$ cat config.mk
export PLATFORM = sky130hd
export DESIGN_NAME = sxcvrTop
export DESIGN_NICKNAME = d
export VERILOG_FILES = /design/src/rtl/sxcvr_pkg.sv /design/src/rtl/sxcvrCtrl.sv /design/src/rtl/sxcvrDatapath.sv /design/src/rtl/sxcvrTop.sv
export SDC_FILE = /design/constraint.sdc
export NUM_CORES = 1
export LEC_CHECK = 0
export BUFFER_PORTS_ARGS = -buffer_cell sky130_fd_sc_hd__buf_2
export CAP_MARGIN = 20
export CORE_UTILIZATION = 52
export DETAILED_ROUTE_END_ITERATION = 12
export PLACE_DENSITY = 0.82
export SLEW_MARGIN = 20
export SYNTH_ARGS = -nofsm -noshare
export SYNTH_HDL_FRONTEND = slang
export SYNTH_SLANG_ARGS = --single-unit
$ cat constraint.sdc
create_clock -name clk -period 4.6 [get_ports clk]
set_input_delay 0.23 -clock clk [delete_from_list [all_inputs] [get_ports clk]]
set_output_delay 0.23 -clock clk [all_outputs]
set_load 0.01 [all_outputs]
$ cat src/rtl/sxcvr_pkg.sv
package sxcvr_pkg;

  typedef struct packed {
    logic txLoad;
    logic txShift;
    logic rxStart;
    logic rxShift;
    logic rxFinish;
  } ctrlStrobes_t;

  // data bits plus optional parity bit
  function automatic logic [3:0] payloadBits(input logic [7:0] cfg);
    return (cfg[0] ? 4'd8 : 4'd7) + {3'd0, cfg[7]};
  endfunction

  // start + payload + stop bits
  function automatic logic [3:0] txFrameLen(input logic [7:0] cfg);
    return 4'd1 + payloadBits(cfg) + (cfg[1] ? 4'd2 : 4'd1);
  endfunction

  function automatic logic calcParity(input logic [7:0] cfg, input logic [7:0] data);
    if (cfg[6]) return cfg[5] ? ~^data : ^data;
    return cfg[5];
  endfunction

endpackage

$ cat src/rtl/sxcvrCtrl.sv
module sxcvrCtrl
  import sxcvr_pkg::*;
#(
  parameter int OVERSAMPLE = 16
) (
  input  logic         clk,
  input  logic         rstN,
  input  logic         baudTick,
  input  logic [7:0]   cfgByte,
  input  logic         txPending,
  input  logic         rxIn,
  output ctrlStrobes_t strobes,
  output logic         txBusy,
  output logic         rxBusy
);
  localparam int TICK_W = $clog2(OVERSAMPLE);
  localparam logic [TICK_W-1:0] LAST_TICK = TICK_W'(OVERSAMPLE - 1);
  localparam logic [TICK_W-1:0] HALF_TICK = TICK_W'(OVERSAMPLE / 2 - 1);

  typedef enum logic [1:0] {RX_IDLE, RX_START, RX_BITS} rxState_t;

  logic              txBusyQ;
  logic [TICK_W-1:0] txTickCnt;
  logic [3:0]        txBitsLeft;
  rxState_t          rxState;
  logic [TICK_W-1:0] rxTickCnt;
  logic [3:0]        rxBitsLeft;

  always_comb begin
    strobes.txLoad   = baudTick && !txBusyQ && txPending;
    strobes.txShift  = baudTick && txBusyQ && (txTickCnt == LAST_TICK);
    strobes.rxStart  = baudTick && (rxState == RX_START) && (rxTickCnt == HALF_TICK) && !rxIn;
    strobes.rxShift  = baudTick && (rxState == RX_BITS) && (rxTickCnt == LAST_TICK) && (rxBitsLeft != 4'd1);
    strobes.rxFinish = baudTick && (rxState == RX_BITS) && (rxTickCnt == LAST_TICK) && (rxBitsLeft == 4'd1);
  end

  assign txBusy = txBusyQ;
  assign rxBusy = (rxState != RX_IDLE);

  always_ff @(posedge clk) begin
    if (!rstN) begin
      txBusyQ    <= 1'b0;
      txTickCnt  <= '0;
      txBitsLeft <= '0;
    end else if (baudTick) begin
      if (!txBusyQ) begin
        if (txPending) begin
          txBusyQ    <= 1'b1;
          txTickCnt  <= '0;
          txBitsLeft <= txFrameLen(cfgByte);
        end
      end else if (txTickCnt == LAST_TICK) begin
        txTickCnt  <= '0;
        txBitsLeft <= txBitsLeft - 4'd1;
        if (txBitsLeft == 4'd1) txBusyQ <= 1'b0;
      end else begin
        txTickCnt <= txTickCnt + 1'b1;
      end
    end
  end

  always_ff @(posedge clk) begin
    if (!rstN) begin
      rxState    <= RX_IDLE;
      rxTickCnt  <= '0;
      rxBitsLeft <= '0;
    end else if (baudTick) begin
      case (rxState)
        RX_IDLE: if (!rxIn) begin
          rxState   <= RX_START;
          rxTickCnt <= '0;
        end
        RX_START: if (rxTickCnt == HALF_TICK) begin
          rxTickCnt <= '0;
          if (!rxIn) begin
            rxState    <= RX_BITS;
            rxBitsLeft <= payloadBits(cfgByte) + 4'd1;
          end else begin
            rxState <= RX_IDLE;
          end
        end else begin
          rxTickCnt <= rxTickCnt + 1'b1;
        end
        RX_BITS: if (rxTickCnt == LAST_TICK) begin
          rxTickCnt  <= '0;
          rxBitsLeft <= rxBitsLeft - 4'd1;
          if (rxBitsLeft == 4'd1) rxState <= RX_IDLE;
        end else begin
          rxTickCnt <= rxTickCnt + 1'b1;
        end
        default: rxState <= RX_IDLE;
      endcase
    end
  end
endmodule

$ cat src/rtl/sxcvrDatapath.sv
module sxcvrDatapath
  import sxcvr_pkg::*;
#(
  parameter int FIFO_DEPTH = 64,
  localparam int PTR_W = $clog2(FIFO_DEPTH),
  localparam int CNT_W = $clog2(FIFO_DEPTH + 1)
) (
  input  logic             clk,
  input  logic             rstN,
  input  logic [7:0]       cfgByte,
  input  logic [7:0]       txData,
  input  logic             txWrite,
  input  logic             rxRead,
  input  logic             statusAck,
  input  logic             rxIn,
  input  ctrlStrobes_t     strobes,
  input  logic             txBusy,
  input  logic             rxBusy,
  output logic             txLine,
  output logic             txPending,
  output logic [7:0]       rxData,
  output logic [7:0]       statusByte,
  output logic [CNT_W-1:0] fifoCount
);
  localparam logic [CNT_W-1:0] FULL_CNT = CNT_W'(FIFO_DEPTH);

  logic [7:0]  holdReg;
  logic        pendingQ;
  logic [11:0] txSr;
  logic [11:0] txFrame;
  logic [7:0]  txBits;
  logic [3:0]  parPos;

  always_comb begin
    txBits = cfgByte[0] ? holdReg : {1'b0, holdReg[6:0]};
    parPos = cfgByte[0] ? 4'd9 : 4'd8;
    txFrame = '1;
    txFrame[0] = 1'b0;
    for (int i = 0; i < 8; i++) begin
      if (i < 7 || cfgByte[0]) txFrame[i+1] = txBits[i];
    end
    if (cfgByte[7]) txFrame[parPos] = calcParity(cfgByte, txBits);
  end

  always_ff @(posedge clk) begin
    if (!rstN) begin
      holdReg  <= '0;
      pendingQ <= 1'b0;
      txSr     <= '1;
    end else begin
      if (strobes.txLoad) begin
        txSr     <= txFrame;
        pendingQ <= 1'b0;
      end else if (strobes.txShift) begin
        txSr <= {1'b1, txSr[11:1]};
      end
      if (txWrite) begin
        holdReg  <= txData;
        pendingQ <= 1'b1;
      end
    end
  end

  assign txLine    = txSr[0];
  assign txPending = pendingQ;

  // receive side
  logic [7:0] rxCfg;
  logic [8:0] rxSr;
  logic [8:0] rxAligned;
  logic [7:0] rxByte;
  logic       rxParBad;

  always_comb begin
    rxAligned = rxSr >> (4'd9 - payloadBits(rxCfg));
    rxByte    = rxCfg[0] ? rxAligned[7:0] : {1'b0, rxAligned[6:0]};
    rxParBad  = rxCfg[7] && (rxAligned[rxCfg[0] ? 8 : 7] != calcParity(rxCfg, rxByte));
  end

  logic [7:0]       fifoMem [FIFO_DEPTH];
  logic [PTR_W-1:0] putIdx, getIdx;
  logic [CNT_W-1:0] countQ;
  logic             doPush, doPop;
  logic             parErrQ, frmErrQ, ovrErrQ;

  assign doPush = strobes.rxFinish && (countQ != FULL_CNT);
  assign doPop  = rxRead && (countQ != '0);

  always_ff @(posedge clk) begin
    if (!rstN) begin
      rxCfg   <= '0;
      rxSr    <= '0;
      putIdx  <= '0;
      getIdx  <= '0;
      countQ  <= '0;
      parErrQ <= 1'b0;
      frmErrQ <= 1'b0;
      ovrErrQ <= 1'b0;
    end else begin
      if (strobes.rxStart) rxCfg <= cfgByte;
      if (strobes.rxShift) rxSr <= {rxIn, rxSr[8:1]};
      if (doPush) begin
        fifoMem[putIdx] <= rxByte;
        putIdx <= (putIdx == PTR_W'(FIFO_DEPTH - 1)) ? '0 : putIdx + 1'b1;
      end
      if (doPop) getIdx <= (getIdx == PTR_W'(FIFO_DEPTH - 1)) ? '0 : getIdx + 1'b1;
      countQ <= countQ + CNT_W'(doPush) - CNT_W'(doPop);
      if (statusAck) begin
        parErrQ <= 1'b0;
        frmErrQ <= 1'b0;
        ovrErrQ <= 1'b0;
      end else if (strobes.rxFinish) begin
        if (rxParBad) parErrQ <= 1'b1;
        if (!rxIn) frmErrQ <= 1'b1;
        if (countQ == FULL_CNT) ovrErrQ <= 1'b1;
      end
    end
  end

  assign rxData     = fifoMem[getIdx];
  assign fifoCount  = countQ;
  assign statusByte = {pendingQ, txBusy, (countQ > CNT_W'(1)), parErrQ,
                       frmErrQ, ovrErrQ, rxBusy, (countQ != '0)};
endmodule

$ cat src/rtl/sxcvrTop.sv
module sxcvrTop
  import sxcvr_pkg::*;
#(
  parameter int FIFO_DEPTH = 64,
  parameter int OVERSAMPLE = 16,
  localparam int CNT_W = $clog2(FIFO_DEPTH + 1)
) (
  input  logic       clk,
  input  logic       rstN,
  input  logic       baudTick,
  input  logic [7:0] cfgByte,
  input  logic [7:0] txData,
  input  logic       txWrite,
  input  logic       rxRead,
  input  logic       statusAck,
  input  logic       rxLine,
  output logic       txLine,
  output logic [7:0] rxData,
  output logic [7:0] statusByte
);
  logic [1:0]       rxMeta;
  logic             rxSync;
  ctrlStrobes_t     strobes;
  logic             txBusy, rxBusy, txPending;
  logic [CNT_W-1:0] fifoCount;

  always_ff @(posedge clk) begin
    if (!rstN) rxMeta <= 2'b11;
    else       rxMeta <= {rxMeta[0], rxLine};
  end
  assign rxSync = rxMeta[1];

  sxcvrCtrl #(.OVERSAMPLE(OVERSAMPLE)) i_ctrl (
    .clk(clk), .rstN(rstN), .baudTick(baudTick), .cfgByte(cfgByte),
    .txPending(txPending), .rxIn(rxSync), .strobes(strobes),
    .txBusy(txBusy), .rxBusy(rxBusy)
  );

  sxcvrDatapath #(.FIFO_DEPTH(FIFO_DEPTH)) i_dp (
    .clk(clk), .rstN(rstN), .cfgByte(cfgByte), .txData(txData),
    .txWrite(txWrite), .rxRead(rxRead), .statusAck(statusAck),
    .rxIn(rxSync), .strobes(strobes), .txBusy(txBusy), .rxBusy(rxBusy),
    .txLine(txLine), .txPending(txPending), .rxData(rxData),
    .statusByte(statusByte), .fifoCount(fifoCount)
  );
endmodule

==> key figures, run 1 <==
Routing
  – Drt first pass iters: 6
  – Wl on met1: around 19 mm
  – Max layer used: met5
  – WL met2: ~27 mm
  – DRT iter0 DRCs: around 1500
  – Vias per inst: 6.12
  – Drt drc: 0
  – DR vias: ~12000
  – Final ANT Viol Nets: 0
  – Met3 WL post-DR: between 3 and 4 mm
  – Wirelength per Cell: approximately 25 um
  – WL final: 51.4 mm

Global routing
  – Gr ovfl total: 0
  – Vias in the first global route: about 13000
  – First-pass GRT wire length: approximately 78 mm
  – Global Route Usage Sum: between 20% and 30%
  – Initial antenna violation count: 1
  – Largest net degree at the start of global routing: around 130

Clock tree
  – CTS Root Cell: clkbuf_16
  – Max Buffers Root-to-Sink: 3
  – Post_cts resized: 0
  – # clock sinks: ~600
  – TritonCTS clock tree: yes
  – H-tree lvl count: 2
  – Clk slew on worst S/H paths: approximately 60 ps
  – Clk_lat worst skew: roughly 630 ps
  – Num CTS Buffers: 55

Cells and area
  – Most frequent cells in the layout: edfxtp_1, mux4_2, nor2_1, dfxtp_1, clkbuf_16
  – Fraction of layout cells with a size suffix above 1: between 20 and 25%
  – Most common cell after layout, fill and taps aside: edfxtp_1
  – Nets: approximately 1500
  – Filler cell count: around 3200
  – Area grow syn2layout: 11.8%
  – N_diodes: 0

Logic synthesis
  – Mapped Nets: about 1400
  – Library cells used by synthesis: 53
  – Syn Area/Cell: 18.1 sq um
  – Sequential share of the synthesized area: a little over two thirds
  – Synthesized area: between 20000 and 25000 sq um
  – Post-Synthesis Cells: roughly 1300
  – Register bit total from synthesis: 593
  – Asr flop ratio synth: 0%
  – Yosys warnings: 0
  – Number of flops mapped to enable cells by yosys: between 500 and 600
  – Ys flop type: edfxtp_1

Placed design
  – Port Buffers: 36
  – HPWL Detailed: around 30 mm
  – Gp weighted congestion: between 0.8 and 0.9

Die
  – # rows: 78
  – Core box area: 45700 sq um
  – Die span in y: roughly 220 um
  – Initial Utilization: a little over half
  – Die Width: 218 um
  – Ports: 40
  – Die area: about 48000 sq um

Timing
  – Fin crit share: ~83%
  – Unrepaired setup endpoints after global routing: false
  – Minimum clock period: approximately 3800 ps
  – Max-slew headroom: approximately a third
  – Final Hold Fails: 0
  – Fmax: approximately 260 MHz
  – Setup_tns: 0 ps
  – Slew @ Worst Pin: around 1000 ps
  – Setup violators final: 0
  – Max-slew violation count: 0
  – Fin Clk Skew: just over 30 ps

Pwr
  – Static Leak: 9.96 nW
  – Peak VDD IR: ~0.33 mV
  – Total power density per cell area: around 420 nW/um^2
  – Power consumption: between 10 and 15 mW

Setup path
  – Critical Path RT: 4370 ps
  – Worst setup SP type: flop
  – CP Capture Type: output pin
  – WS Path Type: reg2out
  – WP data arrival: 3600 ps
  – Crit path max fanout: 45

Run
  – Max-cap violations: 0

Min path
  – Min-delay worst type: in2reg

Status
  – Status: complete, no violations
==> power by group <==
| part | internal [mW] | switching, mW | total (mW) | leakage [nW] |
|---|---|---|---|---|
| Combinational | 0.505 | 0.547 | 1.05 | 2.46 |
| Sequential | 5.81 | 0.0911 | 5.90 | 6.62 |
| Clock | 2.56 | 1.98 | 4.54 | 0.874 |
==> final cells by class <==
type                    count  area (sq um)  area share (%)
flip-flops and latches    593         17000            62.7
multi-input cells         633          6900            25.4
well taps                 600           751            2.77
inverters                  37           139           0.512
clock buffers              67          1460            5.40
clock inverters            35           338            1.25
repair buffers             72           518            1.91
==> path summary, 6_finish.rpt <==
path / endpoint / cells past startpoint / slack (ps) / start
worst max-delay path: rxData[0] / 7 / 770 / flop
worst min-delay path: i_dp.txPending$_SDFFE_PN0P_ / 3 / 40 / txWrite
worst max register to register: i_dp.fifoMem[39][6]$_DFFE_PP_ / 8 / 1110 / i_ctrl.rxState[0]$_SDFFE_PN0P_
worst min register to register: rxMeta[1]$_SDFF_PN1_ / 1 / 430 / rxMeta[0]$_SDFF_PN1_
==> logic make-up (layout without fill, tap and decap cells) <==
logic type | count (synthesis) | in the layout | share of synthesized area [%]
adder cells (fa/ha/maj) | 35 | 35 | 1.87
AND/OR/NAND/NOR | 267 | 267 | 5.46
buffers and inverters | 111 | 211 | 1.92
AO/OA/AOI/OAI | 97 | 97 | 2.51
flip-flops | 593 | 593 | 70.1
multiplexers | 212 | 212 | 17.3
XOR/XNOR | 22 | 22 | 0.908
==> flip-flops by register name (all words and copies together) (netlist names), 2 cells and up, named ones only <==
register           count
i_dp.fifoMem         512
i_dp.txSr             10
i_dp.rxSr              9
i_dp.holdReg           8
i_dp.fifoCount         7
i_dp.getIdx            6
i_dp.putIdx            6
i_ctrl.rxBitsLeft      4
i_ctrl.rxTickCnt       4
i_ctrl.txBitsLeft      4
i_ctrl.txTickCnt       4
i_dp.rxCfg             4
i_ctrl.rxState         2
rxMeta                 2
==> through the flow <==
stage          hold WS (ps)  cells  utilization [%]  setup WS [ps]  cell area, sq um
4_1_cts                12.4   2037             59.4            642             27100
2_1_floorplan           331   1337                -            319             24300
3_3_place_gp            418   1923             55.2           1200             25200
3_5_place_dp            421   1923             55.2           1140             25200
5_1_grt                52.6   2037             59.4            562             27100
6_report               43.3   2037             59.4            766             27100
==> layer usage <==
layer	GRT usage, %	vias to the layer above
met4	6.92	2
li1	-	5396
met5	0	-
met3	4.30	87
met1	28.7	6387
met2	38.1	601
==> cells in the mapped netlist (3+ instances only) <==
library cell | n | area [sq um]
nor2b_1 | 40 | 250
buf_1 | 7 | 26.3
dfxtp_1 | 81 | 1620
or3_1 | 8 | 50.1
mux4_2 | 165 | 3720
mux2_2 | 3 | 33.8
and3_1 | 4 | 25.0
or3b_2 | 5 | 43.8
nand2b_1 | 7 | 43.8
a22oi_1 | 4 | 30.0
nor2_1 | 93 | 349
a21oi_1 | 28 | 140
clkbuf_1 | 42 | 158
nand4_1 | 10 | 62.6
and2_1 | 12 | 75.1
xnor2_1 | 14 | 123
nand3_1 | 13 | 65.1
inv_1 | 37 | 139
mux2i_1 | 44 | 440
nor3_1 | 12 | 60.1
nor4_1 | 3 | 18.8
o22ai_1 | 8 | 50.1
buf_2 | 18 | 90.1
xor2_1 | 6 | 52.6
nand3b_1 | 8 | 60.1
edfxtp_1 | 512 | 15400
o21ai_0 | 26 | 130
buf_4 | 7 | 52.6
nand2_1 | 46 | 173
o211ai_1 | 8 | 60.1
ha_1 | 33 | 413
==> worst max-delay path, cell delays in order, from the launching register on <==
cell	delay, ps
dfxtp_4	740
buf_12	400
mux4_2	620
mux4_2	500
mux2_2	320
nand2_1	80
o21ai_0	110
buf_2	180
==> repair_timing <==
action / 4_1_cts / 5_1_grt
hold endpoints to repair: 12 / 0
buffers inserted: 0 / 0
hold buffers: 12 / 0
No activity file was read; power rests on OpenSTA's default activity.
==> run 2, diff against run 1 <==
==> constraint.sdc (replaced) <==
create_clock -name clk -period 3.1 [get_ports clk]
set_input_delay 0.155 -clock clk [delete_from_list [all_inputs] [get_ports clk]]
set_output_delay 0.155 -clock clk [all_outputs]
set_load 0.01 [all_outputs]
==> key figures, run 2 (synthesis gave the netlist of run 1 again) <==
Global routing
  – Most crowded layer after global routing: met2
  – GR met2 Demand/Resource: 41.0% (+2.9 points)
  – Gr ovfl total: 0 (unchanged)
  – Largest net degree at the start of global routing: 65 (-50%)
  – Initial antenna violation count: 0 (-1)
  – Met1 usage: 29.8% (+1.1 points)
  – GRT met3 Usage: 4.45% (+0.15 points)
  – First-pass GRT wire length: 82.9 mm (+6.5%)
  – Vias in the first global route: 13637 (+6.9%)
  – Global Route Usage Sum: 23.7% (+1.5 points)

Pwr
  – Static Leak: 10.7 nW (+7.4%)
  – Total power density per cell area: 631 nW/um^2 (+49%)
  – Peak VDD IR: 0.520 mV (+58%)
  – Power consumption: 18.0 mW (+56%)

Placed design
  – HPWL Detailed: 32.2 mm (+8.8%)
  – Dpl cell area: 26000 sq um (+3.0%)
  – Placed cells: 2003 (+4.2%)
  – Setup WS pre-CTS: 19.4 ps (-1120 ps)
  – Gp weighted congestion: 0.843 (+3.2%)
  – Port Buffers: 36 (unchanged)

Routing
  – Drt drc: 0 (unchanged)
  – Wirelength per Cell: 25.9 um (+2.7%)
  – WL final: 55.6 mm (+8.2%)
  – Drt first pass iters: 5 (-1)
  – Vias per inst: 6.07 (-0.89%)
  – Final ANT Viol Nets: 0 (unchanged)
  – DRT iter0 DRCs: 1196 (-22%)
  – DR vias: 13018 (+4.4%)

Setup path
  – Crit-path max cell delay: 560 ps (-180 ps)
  – WP data arrival: 3130 ps (-470 ps)
  – Worst setup SP type: flop
  – Crit path top cell by count: mux4_2
  – Critical Path RT: 2940 ps (-1430 ps)
  – Crit path max fanout: 48 (+6.7%)
  – WS Path Type: reg2out
  – CP cell instances: buf_16 > mux4_2 > mux4_2 > mux4_2 > buf_6
  – Critical-path top delay cell: dfxtp_4
  – CP Capture Type: output pin

Cells and area
  – Area grow syn2layout: 17.4%
  – Core Util, Final: 62.4% (+3.0 points)
  – Nets: 1557 (+7.4%)
  – N_diodes: 0 (unchanged)
  – Most common cell after layout, fill and taps aside: edfxtp_1
  – Final Cell Area: 28500 sq um (+5.1%)
  – Max reg flops: 512 (unchanged)
  – Top flop regs: i_dp.fifoMem (512), i_dp.txSr (10), i_dp.rxSr (9)
  – Reg with most FFs: i_dp.fifoMem
  – Filler cell count: 3008 (-4.5%)
  – Most frequent cells in the layout: edfxtp_1, mux4_2, buf_4, nor2_1, dfxtp_1
  – Final std cells w/o fill: 2145 (+5.3%)
  – Fraction of layout cells with a size suffix above 1: 29.1% (+6.3 points)

Status
  – Status: complete, but fails checks
  – Failing checks: negative setup slack

Timing
  – Final worst slack: -181 ps (-948 ps)
  – Hold WS: 82.4 ps (+39.1 ps)
  – Minimum clock period: about 3300 ps
  – Max-slew violation count: 0 (unchanged)
  – Final Hold Fails: 0 (unchanged)
  – Fin crit share: 106%
  – Setup_tns: -1200 ps (-1200 ps)
  – Setup violators final: 8 (+8)
  – Max-slew headroom: 44.1% (+12 points)
  – Fin Clk Skew: 30.5 ps (-0.322 ps)
  – Slew @ Worst Pin: 838 ps (-176 ps)
  – Fmax: 305 MHz
  – Unrepaired setup endpoints after global routing: true

Min path
  – Min-delay worst type: in2reg

Clock tree
  – Clk slew on worst S/H paths: 60 ps (about the same)
  – Max Buffers Root-to-Sink: 3 (unchanged)
  – Num CTS Buffers: 56 (+1.8%)
  – TritonCTS clock tree: yes
  – Clk_lat worst skew: 600 ps (-30 ps)
  – CTS Root Cell: clkbuf_16
  – # clock sinks: 593 (unchanged)
  – H-tree lvl count: 2 (unchanged)

Die
  – Core box area: 45700 sq um (unchanged)
  – # rows: 78 (unchanged)
  – Die area: 47500 sq um (unchanged)
  – Ports: 40 (unchanged)
  – Initial Utilization: 53.1% (unchanged)
  – Die span in y: 218 um (unchanged)
  – Die Width: 218 um (unchanged)

Run
  – Max-cap violations: 0 (unchanged)
[run 2: power by group]
part           internal (mW)  total [mW]  switching, mW
sequential              8.62        8.72          0.103
clock                   4.05        7.01           2.96
combinational           1.20        2.24           1.04
total                   13.9        18.0           4.10
[run 2: timing repair]
action | in CTS | in global routing
cloned | 5 | 4
hold endpoints to repair | 20 | 0
hold buffers | 15 | 0
setup buffers | 7 | 8
setup endpoints to repair | 9 | 10
gates resized for setup | 24 | 17
[run 2: path summary, 6_finish.rpt]
path                                              startpoint                            to  slack [ps]  depth (start not counted)
worst max-delay path                                    flop                     rxData[6]        -180                          5
worst min-delay path                              cfgByte[0]     i_dp.txSr[9]$_SDFFE_PN1P_          80                          4
worst max register to register  i_dp.fifoCount[4]$_SDFF_PN0_  i_dp.fifoCount[6]$_SDFF_PN0_          20                         17
worst min register to register          rxMeta[0]$_SDFF_PN1_          rxMeta[1]$_SDFF_PN1_         410                          1
[run 2: cell type report]
| cell class | count | area [sq um] | area share [%] |
|---|---|---|---|
| clock buffers | 66 | 1470 | 5.16 |
| clock inverters | 38 | 408 | 1.43 |
| inverters | 37 | 139 | 0.487 |
| multi-input cells | 633 | 6970 | 24.4 |
| flip-flops and latches | 593 | 17000 | 59.7 |
| well taps | 600 | 751 | 2.64 |
| repair buffers | 178 | 1750 | 6.15 |
[run 2: routing by layer]
| layer | wire length [um] | up-vias | part of all wire, % |
|---|---|---|---|
| li1 | - | 5618 | - |
| met1 | 20500 | 6655 | 37 |
| met2 | 29100 | 645 | 52 |
| met3 | 4260 | 100 | 7.7 |
| met4 | 1760 | 0 | 3.2 |
| met5 | 0 | - | 0 |
[run 2: critical path: cells and delay by family (launching register included)]
| kind | cells | cell delay [ps] |
|---|---|---|
| buffers and inverters | 2 | 460 |
| flip-flops | 1 | 560 |
| multiplexers | 3 | 1470 |
==> run 3, diff against run 2 <==
--- a/config.mk
+++ b/config.mk
@@ -10,6 +10,7 @@
 export CORE_UTILIZATION = 52
 export DETAILED_ROUTE_END_ITERATION = 12
 export PLACE_DENSITY = 0.82
+export REMOVE_ABC_BUFFERS = 1
 export SLEW_MARGIN = 20
 export SYNTH_ARGS = -nofsm -noshare
 export SYNTH_HDL_FRONTEND = slang
==> key figures, run 3 (synthesis gave the netlist of run 1 again) <==
Cells and area
  – N_diodes: 0 (unchanged)
  – Final Cell Area: 28500 sq um (about the same)
  – Top flop regs: i_dp.fifoMem (512), i_dp.txSr (10), i_dp.rxSr (9)
  – Most frequent cells in the layout: edfxtp_1, mux4_2, buf_4, nor2_1, dfxtp_1
  – Fraction of layout cells with a size suffix above 1: 29.5% (+0.42 points)
  – Reg with most FFs: i_dp.fifoMem
  – Area taken by flip-flops and latches: 17000 sq um (unchanged)
  – Most common cell after layout, fill and taps aside: edfxtp_1
  – Combined area of the multi-input logic cells: 6940 sq um (-0.34%)
  – Max reg flops: 512 (unchanged)
  – Area grow syn2layout: 17.3% (about the same)
  – Filler cell count: 3008 (unchanged)
  – Nets: 1580 (+1.5%)

Placed design
  – Dpl cell area: 26100 sq um (+0.39%)
  – HPWL Detailed: 32.4 mm (+0.60%)
  – Setup WS pre-CTS: -9.55 ps (-29.0 ps)
  – Port Buffers: 36 (unchanged)
  – Gp weighted congestion: 0.797 (-5.4%)

Routing
  – Final ANT Viol Nets: 0 (unchanged)
  – WL final: 55.4 mm (-0.38%)
  – Drt first pass iters: 6 (+1)
  – Wirelength per Cell: 25.6 um (-1.4%)
  – Vias per inst: 6.01 (-1.0%)
  – DR vias: 13017 (-0.0077%)
  – DRT iter0 DRCs: 1642 (+37%)
  – Drt drc: 0 (unchanged)

Timing
  – Final Hold Fails: 0 (unchanged)
  – Max-slew headroom: 41.6% (-2.5 points)
  – Max-slew violation count: 0 (unchanged)
  – Final worst slack: -244 ps (-63.2 ps)
  – Slew @ Worst Pin: 876 ps (+38.0 ps)
  – Setup violators final: 8 (unchanged)
  – Fin crit share: 108% (+2.0 points)
  – Fmax: 299 MHz (-1.9%)
  – Minimum clock period: 3340 ps (+63.2 ps)
  – Unrepaired setup endpoints after global routing: true
  – Fin Clk Skew: 31.3 ps (+0.799 ps)

Clock tree
  – H-tree lvl count: 2 (unchanged)
  – CTS Root Cell: clkbuf_16
  – TritonCTS clock tree: yes
  – Max Buffers Root-to-Sink: 3 (unchanged)
  – Clk slew on worst S/H paths: 60 ps (about the same)
  – Clk_lat worst skew: 630 ps (+30 ps)
  – # clock sinks: 593 (unchanged)
  – Num CTS Buffers: 56 (unchanged)

Setup path
  – Critical Path RT: 2940 ps (about the same)
  – Crit path top cell by count: mux4_2
  – Worst R2R Setup Slack: 200 ps (+180 ps)
  – Worst setup SP type: flop
  – CP delay by family, top: multiplexers
  – CP Capture Type: output pin
  – CP cell instances: buf_12 > buf_8 > mux4_2 > mux4_2 > mux4_2 > buf_6
  – Crit path max fanout: 7 (-85%)
  – WS Path Type: reg2out
  – Critical-path top delay cell: mux4_2
  – Worst path buffer plus inverter count: 3 (+1)
  – Crit-path max cell delay: 570 ps (about the same)
  – WP data arrival: 3190 ps (+60 ps)

Die
  – Ports: 40 (unchanged)
  – Die area: 47500 sq um (unchanged)
  – # rows: 78 (unchanged)
  – Die Width: 218 um (unchanged)
  – Die span in y: 218 um (unchanged)
  – Initial Utilization: 53.1% (unchanged)
  – Core box area: 45700 sq um (unchanged)

Global routing
  – Vias in the first global route: 13623 (-0.10%)
  – Gr ovfl total: 0 (unchanged)
  – Initial antenna violation count: 1 (+1)
  – First-pass GRT wire length: 84.2 mm (+1.6%)
  – Global Route Usage Sum: 24.2% (+0.51 points)
  – Largest net degree at the start of global routing: 65 (unchanged)

Pwr
  – Static Leak: 10.7 nW (+0.18%)
  – Peak VDD IR: 0.486 mV (-6.6%)
  – Total power density per cell area: 627 nW/um^2 (-0.65%)

Min path
  – Min-delay worst type: in2reg

Status
  – Status: complete, but fails checks
  – Failing checks: negative setup slack

Run
  – Max-cap violations: 0 (unchanged)
-- run 3: cell count changes in the layout (fill, tap and decap cells not counted), moves of 3 or more --
| cell | previous run | this run |
|---|---|---|
| buf_4 | 97 | 114 |
| dlygate4sd3_1 | 15 | 24 |
| buf_6 | 6 | 13 |
| buf_16 | 8 | 2 |
| clkinv_2 | 6 | 12 |
| clkbuf_16 | 60 | 56 |
| clkinvlp_4 | 5 | 1 |
| clkbuf_1 | 7 | 10 |
| inv_6 | 3 | 0 |
-- run 3: stage by stage --
stage	util [%]	power (mW)	hold slack [ps]	TNS, ps	std cells
finish	62.3	17.8	65.5	-1550	2167
global route	62.3	18.4	68.3	-2110	2167
CTS	62.2	17.9	21.2	-1940	2163
detailed placement	57.0	10.8	350	-9.55	2020
global placement	57.0	10.7	349	0	2020
floorplan	-	10.2	227	-300140	1263
-- run 3: worst paths after layout --
path	start	endpoint	cells past startpoint
worst max-delay path	flop	rxData[6]	6
worst min-delay path	baudTick	i_dp.txSr[0]$_SDFFE_PN1P_	4
worst max register to register	i_dp.rxCfg[0]$_SDFFE_PN0P_	i_dp.parErrQ$_SDFFE_PP0P_	8
worst min register to register	rxMeta[0]$_SDFF_PN1_	rxMeta[1]$_SDFF_PN1_	1
-- run 3: power by group --
group | total (mW) | switching [mW] | internal (mW)
clock | 6.92 | 2.97 | 3.94
sequential | 8.72 | 0.0957 | 8.62
combinational | 2.22 | 1.03 | 1.19
total | 17.8 | 4.10 | 13.8
-- run 3: worst reg2reg max path, stage by stage, from the launching register on --
cell      delay [ps]
dfxtp_1          400
inv_1            150
ha_1             590
mux2i_1          430
a21oi_1          130
o211ai_1         190
xnor3_1          440
mux2i_1          120
or3_1            340
-- run 3: repair_timing --
action	in CTS	in global routing
endpoints found under the setup margin	9	19
pin swaps	1	4
endpoints found under the hold margin	21	0
cloned	3	0
hold buffers	24	0
buffers inserted	13	6
resized for setup	17	24
-- run 3: routing by layer --
layer | up-vias | track usage, % | share of wire [%]
met5 | - | 0 | 0.020
met4 | 2 | 7.02 | 2.5
met3 | 90 | 4.07 | 7.6
met2 | 573 | 42.9 | 53
met1 | 6694 | 30.6 | 37
li1 | 5658 | - | -
-- run 3: layout make-up --
type	count	share of cell area, %
sequential	593	59.7
multi-input combinational	633	24.4
timing repair buffer	201	6.26
clock buffer	67	5.10
tap	600	2.64
clock inverter	36	1.38
inverter	37	0.488
